===== config.mk =====
export PLATFORM = sky130hd
export DESIGN_NAME = irq_sticky_agg
export DESIGN_NICKNAME = d
export VERILOG_FILES = /design/src/rtl/irq_agg_pkg.sv /design/src/rtl/irq_src_capture.sv /design/src/rtl/irq_agg_regs.sv /design/src/rtl/irq_sticky_agg.sv
export SDC_FILE = /design/constraint.sdc
export NUM_CORES = 1
export LEC_CHECK = 0
export ABC_AREA = 1
export BUFFER_PORTS_ARGS = -buffer_cell sky130_fd_sc_hd__buf_4
export CAP_MARGIN = 30
export CORE_AREA = 2 2 148 150
export DETAILED_ROUTE_END_ITERATION = 10
export DIE_AREA = 0 0 150 152
export GPL_TIMING_DRIVEN = 0
export HOLD_SLACK_MARGIN = 0.15
export PLACE_DENSITY_LB_ADDON = 0.05
export SETUP_SLACK_MARGIN = 0.3
export SYNTH_ARGS = -nofsm -noshare
export SYNTH_HDL_FRONTEND = slang
export SYNTH_SLANG_ARGS = --single-unit

===== constraint.sdc =====
create_clock -name clk_i -period 2.9 [get_ports clk_i]
set_input_delay 0.58 -clock clk_i [delete_from_list [all_inputs] [get_ports clk_i]]
set_output_delay 0.58 -clock clk_i [all_outputs]
set_load 0.05 [all_outputs]

===== src/rtl/irq_agg_pkg.sv =====
package irq_agg_pkg;
  localparam int DATA_W = 32;
  localparam int ADDR_W = 8;

  localparam logic [ADDR_W-1:0] OFF_PEND    = 8'h10;
  localparam logic [ADDR_W-1:0] OFF_ENA     = 8'h18;
  localparam logic [ADDR_W-1:0] OFF_ENA_CLR = 8'h1C;
  localparam logic [ADDR_W-1:0] OFF_ENA_SET = 8'h20;
  localparam logic [ADDR_W-1:0] OFF_IDENT   = 8'h38;
  localparam logic [ADDR_W-1:0] OFF_TRIG    = 8'h5C;
  localparam int N_TRIG = 2;

  // mode = {trig1, trig0}
  typedef enum logic [1:0] {
    MODE_LEVEL = 2'b00,
    MODE_RISE  = 2'b01,
    MODE_FALL  = 2'b10,
    MODE_BOTH  = 2'b11
  } trig_mode_e;
endpackage


===== src/rtl/irq_src_capture.sv =====
module irq_src_capture
  import irq_agg_pkg::*;
(
  input  logic       clk_i,
  input  logic       rst_ni,
  input  logic       irq_i,
  input  trig_mode_e mode_i,
  output logic       set_o
);
  logic [2:0] sync_q;
  logic       cur, prev;

  always_ff @(posedge clk_i or negedge rst_ni) begin
    if (!rst_ni) sync_q <= '0;
    else         sync_q <= {sync_q[1:0], irq_i};
  end

  assign cur  = sync_q[1];
  assign prev = sync_q[2];

  always_comb begin
    unique case (mode_i)
      MODE_LEVEL: set_o = cur;
      MODE_RISE:  set_o = cur & ~prev;
      MODE_FALL:  set_o = ~cur & prev;
      MODE_BOTH:  set_o = cur ^ prev;
      default:    set_o = 1'b0;
    endcase
  end
endmodule


===== src/rtl/irq_agg_regs.sv =====
module irq_agg_regs
  import irq_agg_pkg::*;
#(
  parameter int N_SRC = 24,
  parameter int N_DST = 2
) (
  input  logic              clk_i,
  input  logic              rst_ni,
  input  logic              req_i,
  input  logic              we_i,
  input  logic [ADDR_W-1:0] addr_i,
  input  logic [DATA_W-1:0] wdata_i,
  input  logic [N_SRC-1:0]  set_evt_i,
  output logic [DATA_W-1:0] rdata_o,
  output logic [N_SRC-1:0]  pend_o,
  output logic [N_SRC-1:0]  ena_o,
  output logic [N_SRC-1:0]  trig0_o,
  output logic [N_SRC-1:0]  trig1_o
);
  logic [N_SRC-1:0] pend_q, ena_q, ena_d, ident;
  logic [N_SRC-1:0] trig_q [N_TRIG];
  logic [N_SRC-1:0] wmask;
  logic             wr, rd;
  logic             wr_pend, wr_ena, wr_ena_clr, wr_ena_set;
  logic [N_TRIG-1:0] wr_trig;
  logic [DATA_W-1:0] rd_d;
  logic             unused_wdata;

  assign wr    = req_i & we_i;
  assign rd    = req_i & ~we_i;
  assign wmask = wdata_i[N_SRC-1:0];
  assign unused_wdata = ^wdata_i[DATA_W-1:N_SRC];

  assign wr_pend    = wr && (addr_i == OFF_PEND);
  assign wr_ena     = wr && (addr_i == OFF_ENA);
  assign wr_ena_clr = wr && (addr_i == OFF_ENA_CLR);
  assign wr_ena_set = wr && (addr_i == OFF_ENA_SET);

  for (genvar t = 0; t < N_TRIG; t++) begin : g_trig
    assign wr_trig[t] = wr && (addr_i == ADDR_W'(OFF_TRIG + 4 * t));
    always_ff @(posedge clk_i or negedge rst_ni) begin
      if (!rst_ni)         trig_q[t] <= '0;
      else if (wr_trig[t]) trig_q[t] <= wmask;
    end
  end

  // capture events override a same-cycle clear
  always_ff @(posedge clk_i or negedge rst_ni) begin
    if (!rst_ni) pend_q <= '0;
    else         pend_q <= (pend_q & ~(wr_pend ? wmask : '0)) | set_evt_i;
  end

  always_comb begin
    ena_d = ena_q;
    if (wr_ena)     ena_d = wmask;
    if (wr_ena_clr) ena_d = ena_q & ~wmask;
    if (wr_ena_set) ena_d = ena_q | wmask;
  end

  always_ff @(posedge clk_i or negedge rst_ni) begin
    if (!rst_ni) ena_q <= '0;
    else         ena_q <= ena_d;
  end

  assign ident = pend_q & ena_q;

  always_comb begin
    rd_d = '0;
    unique case (addr_i)
      OFF_PEND: rd_d = DATA_W'(pend_q);
      OFF_ENA:  rd_d = DATA_W'(ena_q);
      default:  rd_d = '0;
    endcase
    for (int d = 0; d < N_DST; d++)
      if (addr_i == ADDR_W'(OFF_IDENT + 4 * d)) rd_d = DATA_W'(ident);
    for (int t = 0; t < N_TRIG; t++)
      if (addr_i == ADDR_W'(OFF_TRIG + 4 * t)) rd_d = DATA_W'(trig_q[t]);
  end

  always_ff @(posedge clk_i or negedge rst_ni) begin
    if (!rst_ni) rdata_o <= '0;
    else if (rd) rdata_o <= rd_d;
  end

  assign pend_o  = pend_q;
  assign ena_o   = ena_q;
  assign trig0_o = trig_q[0];
  assign trig1_o = trig_q[1];

  // written ones clear unless re-armed in the same cycle
  a_r2_w1c_clears: assert property (@(posedge clk_i) disable iff (!rst_ni)
    wr_pend |=> ((pend_q & $past(wmask & ~set_evt_i)) == '0));

  // no write, no event -> pending holds
  a_r2_pend_holds: assert property (@(posedge clk_i) disable iff (!rst_ni)
    (!wr && set_evt_i == '0) |=> $stable(pend_q));

  // capture event wins over clear
  a_r4_set_wins: assert property (@(posedge clk_i) disable iff (!rst_ni)
    (set_evt_i != '0) |=> ((pend_q & $past(set_evt_i)) == $past(set_evt_i)));

  // set alias
  a_r3_ena_set: assert property (@(posedge clk_i) disable iff (!rst_ni)
    wr_ena_set |=> ((ena_q & $past(wmask)) == $past(wmask)));

  // clear alias
  a_r3_ena_clr: assert property (@(posedge clk_i) disable iff (!rst_ni)
    wr_ena_clr |=> ((ena_q & $past(wmask)) == '0));
endmodule


===== src/rtl/irq_sticky_agg.sv =====
module irq_sticky_agg
  import irq_agg_pkg::*;
#(
  parameter int N_SRC = 24,
  parameter int N_DST = 2
) (
  input  logic              clk_i,
  input  logic              rst_ni,
  input  logic [N_SRC-1:0]  irq_i,
  input  logic              bus_req_i,
  input  logic              bus_we_i,
  input  logic [ADDR_W-1:0] bus_addr_i,
  input  logic [DATA_W-1:0] bus_wdata_i,
  output logic [DATA_W-1:0] bus_rdata_o,
  output logic [N_DST-1:0]  irq_o
);
  logic [N_SRC-1:0] set_evt, pend, ena, trig0, trig1;
  logic             any_active;

  for (genvar n = 0; n < N_SRC; n++) begin : g_src
    irq_src_capture u_cap (
      .clk_i  (clk_i),
      .rst_ni (rst_ni),
      .irq_i  (irq_i[n]),
      .mode_i (trig_mode_e'({trig1[n], trig0[n]})),
      .set_o  (set_evt[n])
    );
  end

  irq_agg_regs #(.N_SRC(N_SRC), .N_DST(N_DST)) u_regs (
    .clk_i     (clk_i),
    .rst_ni    (rst_ni),
    .req_i     (bus_req_i),
    .we_i      (bus_we_i),
    .addr_i    (bus_addr_i),
    .wdata_i   (bus_wdata_i),
    .set_evt_i (set_evt),
    .rdata_o   (bus_rdata_o),
    .pend_o    (pend),
    .ena_o     (ena),
    .trig0_o   (trig0),
    .trig1_o   (trig1)
  );

  assign any_active = |(pend & ena);

  for (genvar d = 0; d < N_DST; d++) begin : g_dst
    assign irq_o[d] = any_active;
  end

  // identity read agrees with the line seen in the same cycle
  a_r6_ident_matches_line: assert property (@(posedge clk_i) disable iff (!rst_ni)
    (bus_req_i && !bus_we_i && bus_addr_i == OFF_IDENT)
      |=> ((bus_rdata_o != '0) == $past(irq_o[0])));
endmodule


==> results.sh, run 1 <==
export IMPL_drt_wl_total_mm=24.0
export IMPL_synth_top_cell_by_area="dfrtp_1"
export IMPL_first_pass_iters=5
export IMPL_core_area_sq_um=21400
export IMPL_syn_area_per_cell_sq_um=8.16
export IMPL_worst_slew_pin_slew_ps=846
export IMPL_p_leak_nw=5.64
export IMPL_multi_input_area_sq_um=3700
export IMPL_grtUsageMet1_pct=32.0
export IMPL_yosys_register_bits=192
export IMPL_setup_slack_ps=446
export IMPL_rsz0062_at_grt="no"
export IMPL_grt_pass1_vias=7040
export IMPL_start_util_pct=43.8
export IMPL_cts_sinks=192
export IMPL_grt_use_met2_pct=32.9
export IMPL_hold_violations=0
export IMPL_die_area_sq_um=22800
export IMPL_root_buffer="clkbuf_16"
export IMPL_rows=54
export IMPL_fin_crit_sh_pct=84.6
export IMPL_critPathCaptureType="output port"
export IMPL_placed_cells=1519
export IMPL_maxCapViolCount=0
export IMPL_busiest_layer="met2"
export IMPL_htree_levels=4
export IMPL_slew_headroom_pct=43.6
export IMPL_seqCellArea_sq_um=4800
export IMPL_yosysUniqueCellTypes=22
export IMPL_antenna_left=0
export IMPL_synth_area_leaders="dfrtp_1 51%, nand2_1 13%, o21ai_0 10%"
export IMPL_area_delta_synth_final_pct=17.8
export IMPL_viasPerCell=4.97
export IMPL_hold_buffers=0
export IMPL_path_clk_slew_ps=80
export IMPL_cp_arrival_ps=1870
export IMPL_cts_made_buffers=17
export IMPL_critical_path_class="register to output port"
export IMPL_wl_per_cell_microns=15.5
export IMPL_status="completed"
export IMPL_grt_pass1_wl_mm=38.1
export IMPL_layout_drive_gt1_share_pct=13.2
export IMPL_antenna_cells=0
export IMPL_final_fill_count=2108
export IMPL_ys_warnings_count=0
export IMPL_use_met3_pct=3.96
export IMPL_post_route_min_period_ps=2450
export IMPL_place_port_buffers=85
export IMPL_die_w_microns=150
export IMPL_grt_usage_pct=21.6
export IMPL_overflow=0
export IMPL_drc=0
export IMPL_stdcell_count=1551
export IMPL_netlist_instances=1146
export IMPL_gp_congestion=0.854
export IMPL_setup_viol=0
export IMPL_dp_slack_ps=633
export IMPL_clockBufferDepth=2
export IMPL_die_h_microns=152
export IMPL_grt_max_degree=98
export IMPL_clk_latency_ps=440
export IMPL_vias=7704
export IMPL_cts_tree="done"
export IMPL_drv_slew=0
export IMPL_yosysSeqAreaShare_pct=51.4
export IMPL_fmax_mhz=408
export IMPL_whs_ps=158
export IMPL_peakVddDrop_mv=0.322
export IMPL_netlist_area_sq_um=9360
export IMPL_critPathRequiredTime_ps=2320
export IMPL_ios=102
export IMPL_layout_nets=1374
export IMPL_hpwl_mm=16.5
export IMPL_drt_iter0_drc=518
export IMPL_setup_worst_path_start_class="register"
export IMPL_hp_class="input port to async pin"
export IMPL_power_mw=5.82
export IMPL_fin_skew_ps=8.72
export IMPL_synth_top_cell_area_share_pct=51.4
export IMPL_power_density_nw_per_um2=528
export IMPL_critPathMaxFanout=3
export IMPL_grt_antenna_before_repair=0
[cell type report]
class / count / share of cell area [%]
multi-input cells: 749 / 33.5
inverters: 160 / 5.45
flip-flops and latches: 192 / 43.6
clock inverters: 14 / 1.53
repair buffers: 86 / 6.18
well taps: 280 / 3.18
clock buffers: 18 / 3.89
plain buffers: 52 / 2.65
[cells by family after synthesis]
group	after synthesis	synth area share, %
flip-flops	192	51.4
other	1	0.0401
buffers and inverters	212	9.53
adder cells (fa/ha/maj)	48	6.42
AND/OR/NAND/NOR	452	19.8
AO/OA/AOI/OAI	241	12.9
[critical path, stage by stage, from the launching register on]
cell	delay [ps]
dfrtp_1	410
nand2_2	90
nand4_1	190
nor4_1	300
nand2_1	150
buf_4	160
buf_6	140
[report_power, final]
group / total [mW] / switching (mW) / internal (mW) / leakage, nW
sequential: 2.85 / 0.0703 / 2.78 / 2.38
combinational: 0.559 / 0.360 / 0.199 / 2.98
clock: 2.42 / 1.18 / 1.24 / 0.287
total: 5.82 / 1.61 / 4.21 / 5.64
[sequential cells by signal, summed over array words and instances, names as in the netlist]
register	count
u_regs.rdata_o	24
u_regs.pend_o	24
u_regs.ena_o	24
g_src.u_cap.sync_q	72
u_regs.trig0_o	24
u_regs.trig1_o	24
[synth_stat cells]
cell type    n
nand2_1    323
dfrtp_1    192
o21ai_0    190
inv_1      158
nand3_1     79
ha_1        48
nor2_1      34
o21ai_1     26
a21oi_1     25
buf_2       21
clkbuf_1    14
buf_4       12
nand4_1      8
buf_6        3
clkbuf_2     2
inv_2        2
nand2_2      2
nor2_2       2
nor2_4       2
conb_1       1
nand3_2      1
nor4_1       1
[worst paths after layout]
check,start,to,slack [ps],cells past startpoint
min in group clk_i,irq_i[19],g_src[19].u_cap.sync_q[0],240,1
worst max register to register,g_src[14].u_cap.sync_q[1],u_regs.pend_o[14],1690,5
worst max-delay path,u_regs.pend_o[16],irq_o[0],450,6
max in group asynchronous,rst_ni,u_regs.pend_o[8],1810,2
worst min register to register,g_src[21].u_cap.sync_q[0],g_src[21].u_cap.sync_q[1],350,0
worst min-delay path,rst_ni,u_regs.rdata_o[21],160,1
[metal layers]
metal  vias to the layer above  part of all wire [%]
met3                        24                   4.4
met1                      3634                    49
li1                       3856                     -
met2                       190                    45
met4                         0                   1.4
met5                         -                     0
[cell usage in the layout (no fill, tap or decap), types with 15 or more instances in the layout]
master     instances
clkbuf_16         17
inv_1            158
nand2_1          319
buf_2             21
o21ai_1           26
clkbuf_1          15
a21oi_1           25
nor2_1            34
buf_4             94
dfrtp_1          192
o21ai_0          190
nand3_1           79
ha_1              48
[repair_timing]
item,in CTS,in global routing
gates resized for setup,0,6
setup buffers,0,0
endpoints found under the setup margin,0,2
[stage by stage]
step                      util, %  setup TNS, ps  cell area, sq um
after floorplan                 -              0              9380
after global placement       48.6         -22160             10400
after detailed placement     48.7              0             10400
after CTS                    51.5              0             11000
after global routing         51.6              0             11000
final                        51.6              0             11000
Power figures use the tool's default switching activity.
==> run 2, diff against run 1 <==
--- a/config.mk
+++ b/config.mk
@@ -5,7 +5,7 @@
 export SDC_FILE = /design/constraint.sdc
 export NUM_CORES = 1
 export LEC_CHECK = 0
-export ABC_AREA = 1
+export ABC_AREA = 0
 export BUFFER_PORTS_ARGS = -buffer_cell sky130_fd_sc_hd__buf_4
 export CAP_MARGIN = 30
 export CORE_AREA = 2 2 148 150
==> constraint.sdc (replaced) <==
create_clock -name clk_i -period 2 [get_ports clk_i]
set_input_delay 0.4 -clock clk_i [delete_from_list [all_inputs] [get_ports clk_i]]
set_output_delay 0.4 -clock clk_i [all_outputs]
set_load 0.05 [all_outputs]
==> run 2 against run 1 <==
Compared with the run above:
- worst setup slack worse by 610 ps
- register-to-register slack got worse by 970 ps
- the run now ends with setup timing left
- clock skew rose by 0.84 ps
- power is 45% higher
- non-clock buffer count rose by 70
- critical path depth unchanged
- critical path type unchanged
==> results.sh, run 2 <==
export IMPL_whs_ps=222
export IMPL_synth_edff_count=0
export IMPL_place_port_buffers=84
export IMPL_grt_usage_pct=23.3
export IMPL_ios=102
export IMPL_placed_cell_area_sq_um=10600
export IMPL_hpwl_mm=17.0
export IMPL_p_leak_nw=5.30
export IMPL_maxCapViolCount=0
export IMPL_antenna_left=0
export IMPL_netlist_area_sq_um=9380
export IMPL_worst_slew_pin_slew_ps=711
export IMPL_fin_crit_sh_pct=108
export IMPL_viasPerCell=5.49
export IMPL_violations="setup timing"
export IMPL_peakVddDrop_mv=0.537
export IMPL_finalInstanceArea_sq_um=11900
export IMPL_clk_latency_ps=440
export IMPL_synth_async_reset_ratio_pct=100
export IMPL_drt_wl_total_mm=25.6
export IMPL_placed_cells=1290
export IMPL_die_w_microns=150
export IMPL_critPathCaptureType="output port"
export IMPL_layout_drive_gt1_share_pct=22.2
export IMPL_path_buf_inv=2
export IMPL_first_pass_iters=6
export IMPL_critical_path_class="register to output port"
export IMPL_ys_warnings_count=0
export IMPL_critPathMaxFanout=2
export IMPL_rows=54
export IMPL_drt_iter0_drc=603
export IMPL_synth_area_leaders="dfrtp_1 51%, ha_1 6.4%, a221o_1 5.1%"
export IMPL_wl_per_cell_microns=18.6
export IMPL_area_delta_synth_final_pct=27.3
export IMPL_die_h_microns=152
export IMPL_synth_top_cell_area_share_pct=51.2
export IMPL_final_common_cell="dfrtp_1"
export IMPL_start_util_pct=43.9
export IMPL_die_area_sq_um=22800
export IMPL_yosys_register_bits=192
export IMPL_path_cells="nand2_2 -> nand4_1 -> nor4_1 -> nand2_1 -> buf_4 -> buf_6"
export IMPL_grt_pass1_vias=7244
export IMPL_core_area_sq_um=21400
export IMPL_final_cell_mix="192 x dfrtp_1, 120 x buf_4, 96 x inv_1"
export IMPL_stdcell_count=1379
export IMPL_yosysUniqueCellTypes=40
export IMPL_fin_skew_ps=9.56
export IMPL_setup_worst_path_start_class="register"
export IMPL_antenna_cells=0
export IMPL_fmax_mhz=462
export IMPL_hp_class="input port to register"
export IMPL_hold_violations=0
export IMPL_final_fill_count=1966
export IMPL_cts_tree="done"
export IMPL_overflow=0
export IMPL_cts_made_buffers=17
export IMPL_critPathRequiredTime_ps=1600
export IMPL_largest_reg_flops=72
export IMPL_multi_input_area_sq_um=4100
export IMPL_yosysMostFrequentCell="dfrtp_1"
export IMPL_drc=0
export IMPL_setup_viol=2
export IMPL_netlist_instances=917
export IMPL_htree_levels=4
export IMPL_path_delay_family="simple AND/OR/NAND/NOR gates"
export IMPL_grt_pass1_wl_mm=41.1
export IMPL_setup_slack_ps=-166
export IMPL_crit_path_max_incr_delay_ps=430
export IMPL_ys_flop_type="dfrtp_1"
export IMPL_vias=7567
export IMPL_synth_common_cells="192 x dfrtp_1, 99 x nand2_1, 96 x inv_1, 49 x nor2_1"
export IMPL_cts_sinks=192
export IMPL_top_register="g_src.u_cap.sync_q"
export IMPL_root_buffer="clkbuf_16"
export IMPL_syn_area_per_cell_sq_um=10.2
export IMPL_cp_arrival_ps=1770
export IMPL_yosysSeqAreaShare_pct=51.2
export IMPL_path_clk_slew_ps=80
export IMPL_seqCellArea_sq_um=4800
export IMPL_drv_slew=0
export IMPL_power_density_nw_per_um2=706
export IMPL_post_route_min_period_ps=2170
export IMPL_clockBufferDepth=2
export IMPL_grt_max_degree=102
export IMPL_grt_antenna_before_repair=0
export IMPL_layout_nets=1202
export IMPL_slew_headroom_pct=52.6
export IMPL_gp_congestion=0.813
export IMPL_synth_top_cell_by_area="dfrtp_1"
export IMPL_fin_util_pct=55.9
export IMPL_rsz0062_at_grt="yes"
export IMPL_status="finished with violations"
export IMPL_slowest_stage="dfrtp_1"
-- run 2: logic make-up after synthesis --
kind of cell / share of synthesized area (%)
other: 0.0400
muxes: 5.44
AOI/OAI and AO/OA: 18.2
adders and majority gates: 6.40
DFF: 51.2
and+or+nand+nor: 11.4
buffers and inverters: 7.31
-- run 2: power by group --
| part | internal, mW | switching, mW |
|---|---|---|
| Clock | 1.83 | 1.70 |
| Combinational | 0.324 | 0.467 |
| Sequential | 4.01 | 0.102 |
-- run 2: final cells by class --
class,instances,share of cell area (%)
buffer,65,3.73
clock buffer,18,3.68
clock inverter,14,1.45
inverter,96,3.02
multi-input combinational,571,34.3
sequential,192,40.3
tap,280,2.94
timing repair buffer,143,10.6
-- run 2: tightest hold or removal path, cell delays in order --
cell     delay (ps)
buf_4           110
nand2_1          50
o21ai_1          60
-- run 2: repair_timing --
| action | in CTS | in global routing |
|---|---|---|
| setup endpoints to repair | 102 | 107 |
| hold endpoints to repair | 50 | 0 |
| resized for setup | 39 | 48 |
| setup buffers | 24 | 5 |
| pin swaps | 14 | 12 |
| hold buffers | 25 | 0 |
| gates cloned | 1 | 2 |
-- run 2: worst paths after layout --
| check | startpoint | endpoint | slack, ps | depth (start not counted) |
|---|---|---|---|---|
| setup / recovery | u_regs.pend_o[3] | irq_o[1] | -170 | 6 |
| max in group asynchronous | rst_ni | u_regs.trig0_o[10] | 510 | 4 |
| setup reg to reg | g_src[10].u_cap.sync_q[1] | u_regs.pend_o[10] | 720 | 4 |
| min in group asynchronous | rst_ni | g_src[3].u_cap.sync_q[1] | 390 | 2 |
| hold / removal | bus_wdata_i[3] | u_regs.trig0_o[3] | 220 | 3 |
| hold reg to reg | g_src[19].u_cap.sync_q[0] | g_src[19].u_cap.sync_q[1] | 350 | 0 |
-- run 2: stage by stage --
step / setup TNS [ps] / power (mW) / worst slack [ps]
floorplan: 0 / 4.55 / 90.5
global placement: -194000 / 4.89 / -876
detailed placement: -30050 / 4.92 / -465
CTS: -389 / 8.51 / -195
global route: -512 / 8.80 / -258
finish: -332 / 8.43 / -166
-- run 2: metal layers --
metal,vias up,GRT usage (%),part of all wire (%)
li1,3600,-,-
met1,3712,35.3,48
met2,227,33.8,45
met3,28,4.20,5.1
met4,0,7.10,2.0
met5,-,0,0
==> run 3, diff against run 2 <==
--- a/config.mk
+++ b/config.mk
@@ -11,7 +11,6 @@
 export CORE_AREA = 2 2 148 150
 export DETAILED_ROUTE_END_ITERATION = 10
 export DIE_AREA = 0 0 150 152
-export GPL_TIMING_DRIVEN = 0
 export HOLD_SLACK_MARGIN = 0.15
 export PLACE_DENSITY_LB_ADDON = 0.05
 export SETUP_SLACK_MARGIN = 0.3
==> run 3 against run 2 <==
Compared with the run above:
- the flow still finishes with violations (setup timing)
- first-iteration DRC count is 42% lower
- count of clock-buffer cells in the layout down 1
- sequential cell count unchanged
- clock power grew 3%
==> results.sh, run 3 (synthesized netlist as in run 2, its figures left out) <==
export IMPL_status="finished with violations"
export IMPL_violations="setup timing"
export IMPL_grt_max_degree=61
export IMPL_fin_crit_sh_pct=106
export IMPL_place_port_buffers=85
export IMPL_die_h_microns=152
export IMPL_hp_class="input port to register"
export IMPL_layout_nets=1160
export IMPL_rsz0062_at_grt="yes"
export IMPL_dp_slack_ps=-130
export IMPL_min_path_cells=3
export IMPL_drt_iter0_drc=351
export IMPL_critPathCaptureType="output port"
export IMPL_worst_slew_pin_slew_ps=549
export IMPL_hold_violations=0
export IMPL_path_clk_slew_ps=80
export IMPL_start_util_pct=43.9
export IMPL_reg2reg_slack_ps=720
export IMPL_setup_viol=2
export IMPL_cts_made_buffers=17
export IMPL_r2r_start="g_src[11].u_cap.sync_q[1]"
export IMPL_viasPerCell=5.51
export IMPL_post_route_min_period_ps=2130
export IMPL_wl_per_cell_microns=18.6
export IMPL_clk_latency_ps=440
export IMPL_drc=0
export IMPL_grt_pass1_vias=7165
export IMPL_drv_slew=0
export IMPL_fmax_mhz=470
export IMPL_antenna_cells=0
export IMPL_die_area_sq_um=22800
export IMPL_vias=7365
export IMPL_cts_sinks=192
export IMPL_htree_levels=4
export IMPL_r2r_end="u_regs.pend_o[11]"
export IMPL_grt_usage_pct=22.9
export IMPL_setup_worst_path_start_class="register"
export IMPL_die_w_microns=150
export IMPL_fin_util_pct=55.1
export IMPL_slew_headroom_pct=63.4
export IMPL_drt_wl_total_mm=24.8
export IMPL_maxCapViolCount=0
export IMPL_final_cell_mix="192 x dfrtp_1, 123 x buf_4, 96 x inv_1"
export IMPL_power_mw=8.56
export IMPL_area_delta_synth_final_pct=25.3
export IMPL_grt_antenna_before_repair=0
export IMPL_p_leak_nw=5.16
export IMPL_setup_slack_ps=-129
export IMPL_critPathMaxFanout=2
export IMPL_cts_tree="done"
export IMPL_top_register="g_src.u_cap.sync_q"
export IMPL_critPathRequiredTime_ps=1600
export IMPL_critical_path_class="register to output port"
export IMPL_power_density_nw_per_um2=728
export IMPL_rr_worst_depth=4
export IMPL_hp_start="bus_wdata_i[8]"
export IMPL_cp_arrival_ps=1730
export IMPL_antenna_left=0
export IMPL_holdPathEnd="u_regs.trig0_o[8]"
export IMPL_final_common_cell="dfrtp_1"
export IMPL_gp_congestion=0.814
export IMPL_core_area_sq_um=21400
export IMPL_peakVddDrop_mv=0.519
export IMPL_root_buffer="clkbuf_16"
export IMPL_hpwl_mm=16.5
export IMPL_largest_reg_flops=72
export IMPL_grt_pass1_wl_mm=40.6
export IMPL_fin_skew_ps=7.88
export IMPL_ios=102
export IMPL_first_pass_iters=5
export IMPL_overflow=0
export IMPL_layout_drive_gt1_share_pct=20.3
export IMPL_rows=54
export IMPL_clockBufferDepth=2
## run 3: cell count changes in the layout (fill, tap and decap cells not counted), sizes merged
cell / before / now
buf: 147 / 140
bufinv: 1 / 2
clkbuf: 54 / 18
## run 3: how the worst max path moves through the flow
stage               cells after the start  slack [ps]         startpoint               end
floorplan                               5          90      bus_addr_i[6]  u_regs.ena_o[22]
global placement                        8        -160      bus_addr_i[7]  u_regs.ena_o[18]
detailed placement                      6        -130      bus_addr_i[6]  u_regs.ena_o[16]
CTS                                     5        -160  u_regs.pend_o[21]          irq_o[0]
global route                            5        -210  u_regs.pend_o[21]          irq_o[0]
finish                                  5        -130  u_regs.pend_o[21]          irq_o[0]
## run 3: power by group
part | switching (mW) | leakage (nW) | internal [mW] | total (mW)
clock | 1.72 | 0.306 | 1.92 | 3.64
sequential | 0.103 | 2.14 | 4.01 | 4.11
combinational | 0.469 | 2.71 | 0.337 | 0.806
total | 2.29 | 5.16 | 6.26 | 8.56
## run 3: repair_timing
action,in CTS,in global routing
pin swaps,3,1
endpoints found under the hold margin,76,0
gates resized for setup,10,3
setup endpoints to repair,2,34
setup buffers,5,0
hold buffers,25,0
## run 3: worst max-delay path, stage by stage, from the launching register on
cell	delay (ps)
dfrtp_1	430
nand2_2	130
nand4_1	100
nor4_2	270
nand2_1	170
buf_6	190
## run 3: cell type report
type                    count  area [sq um]
multi-input cells         571          4110
inverters                  96           360
fillers                  1922          9600
well taps                 280           350
flip-flops and latches    192          4800
clock buffers              17           425
clock inverters            15           200
repair buffers            166          1500
## run 3: per-stage QoR
step	setup TNS [ps]	instance area (sq um)	instances	hold slack, ps
finish	-259	11800	1337	215
global route	-422	11800	1337	216
CTS	-321	11700	1337	206
detailed placement	-4270	10800	1275	336
global placement	-4780	10800	1275	332
floorplan	0	9540	924	104
## run 3: per-layer routing
metal | part of all wire [%] | GRT usage [%] | vias up | wire (microns)
li1 | - | - | 3517 | -
met1 | 48 | 34.1 | 3624 | 11900
met2 | 46 | 34.7 | 198 | 11500
met3 | 4.3 | 3.81 | 26 | 1080
met4 | 1.5 | 5.97 | 0 | 363
met5 | 0 | 0 | - | 0
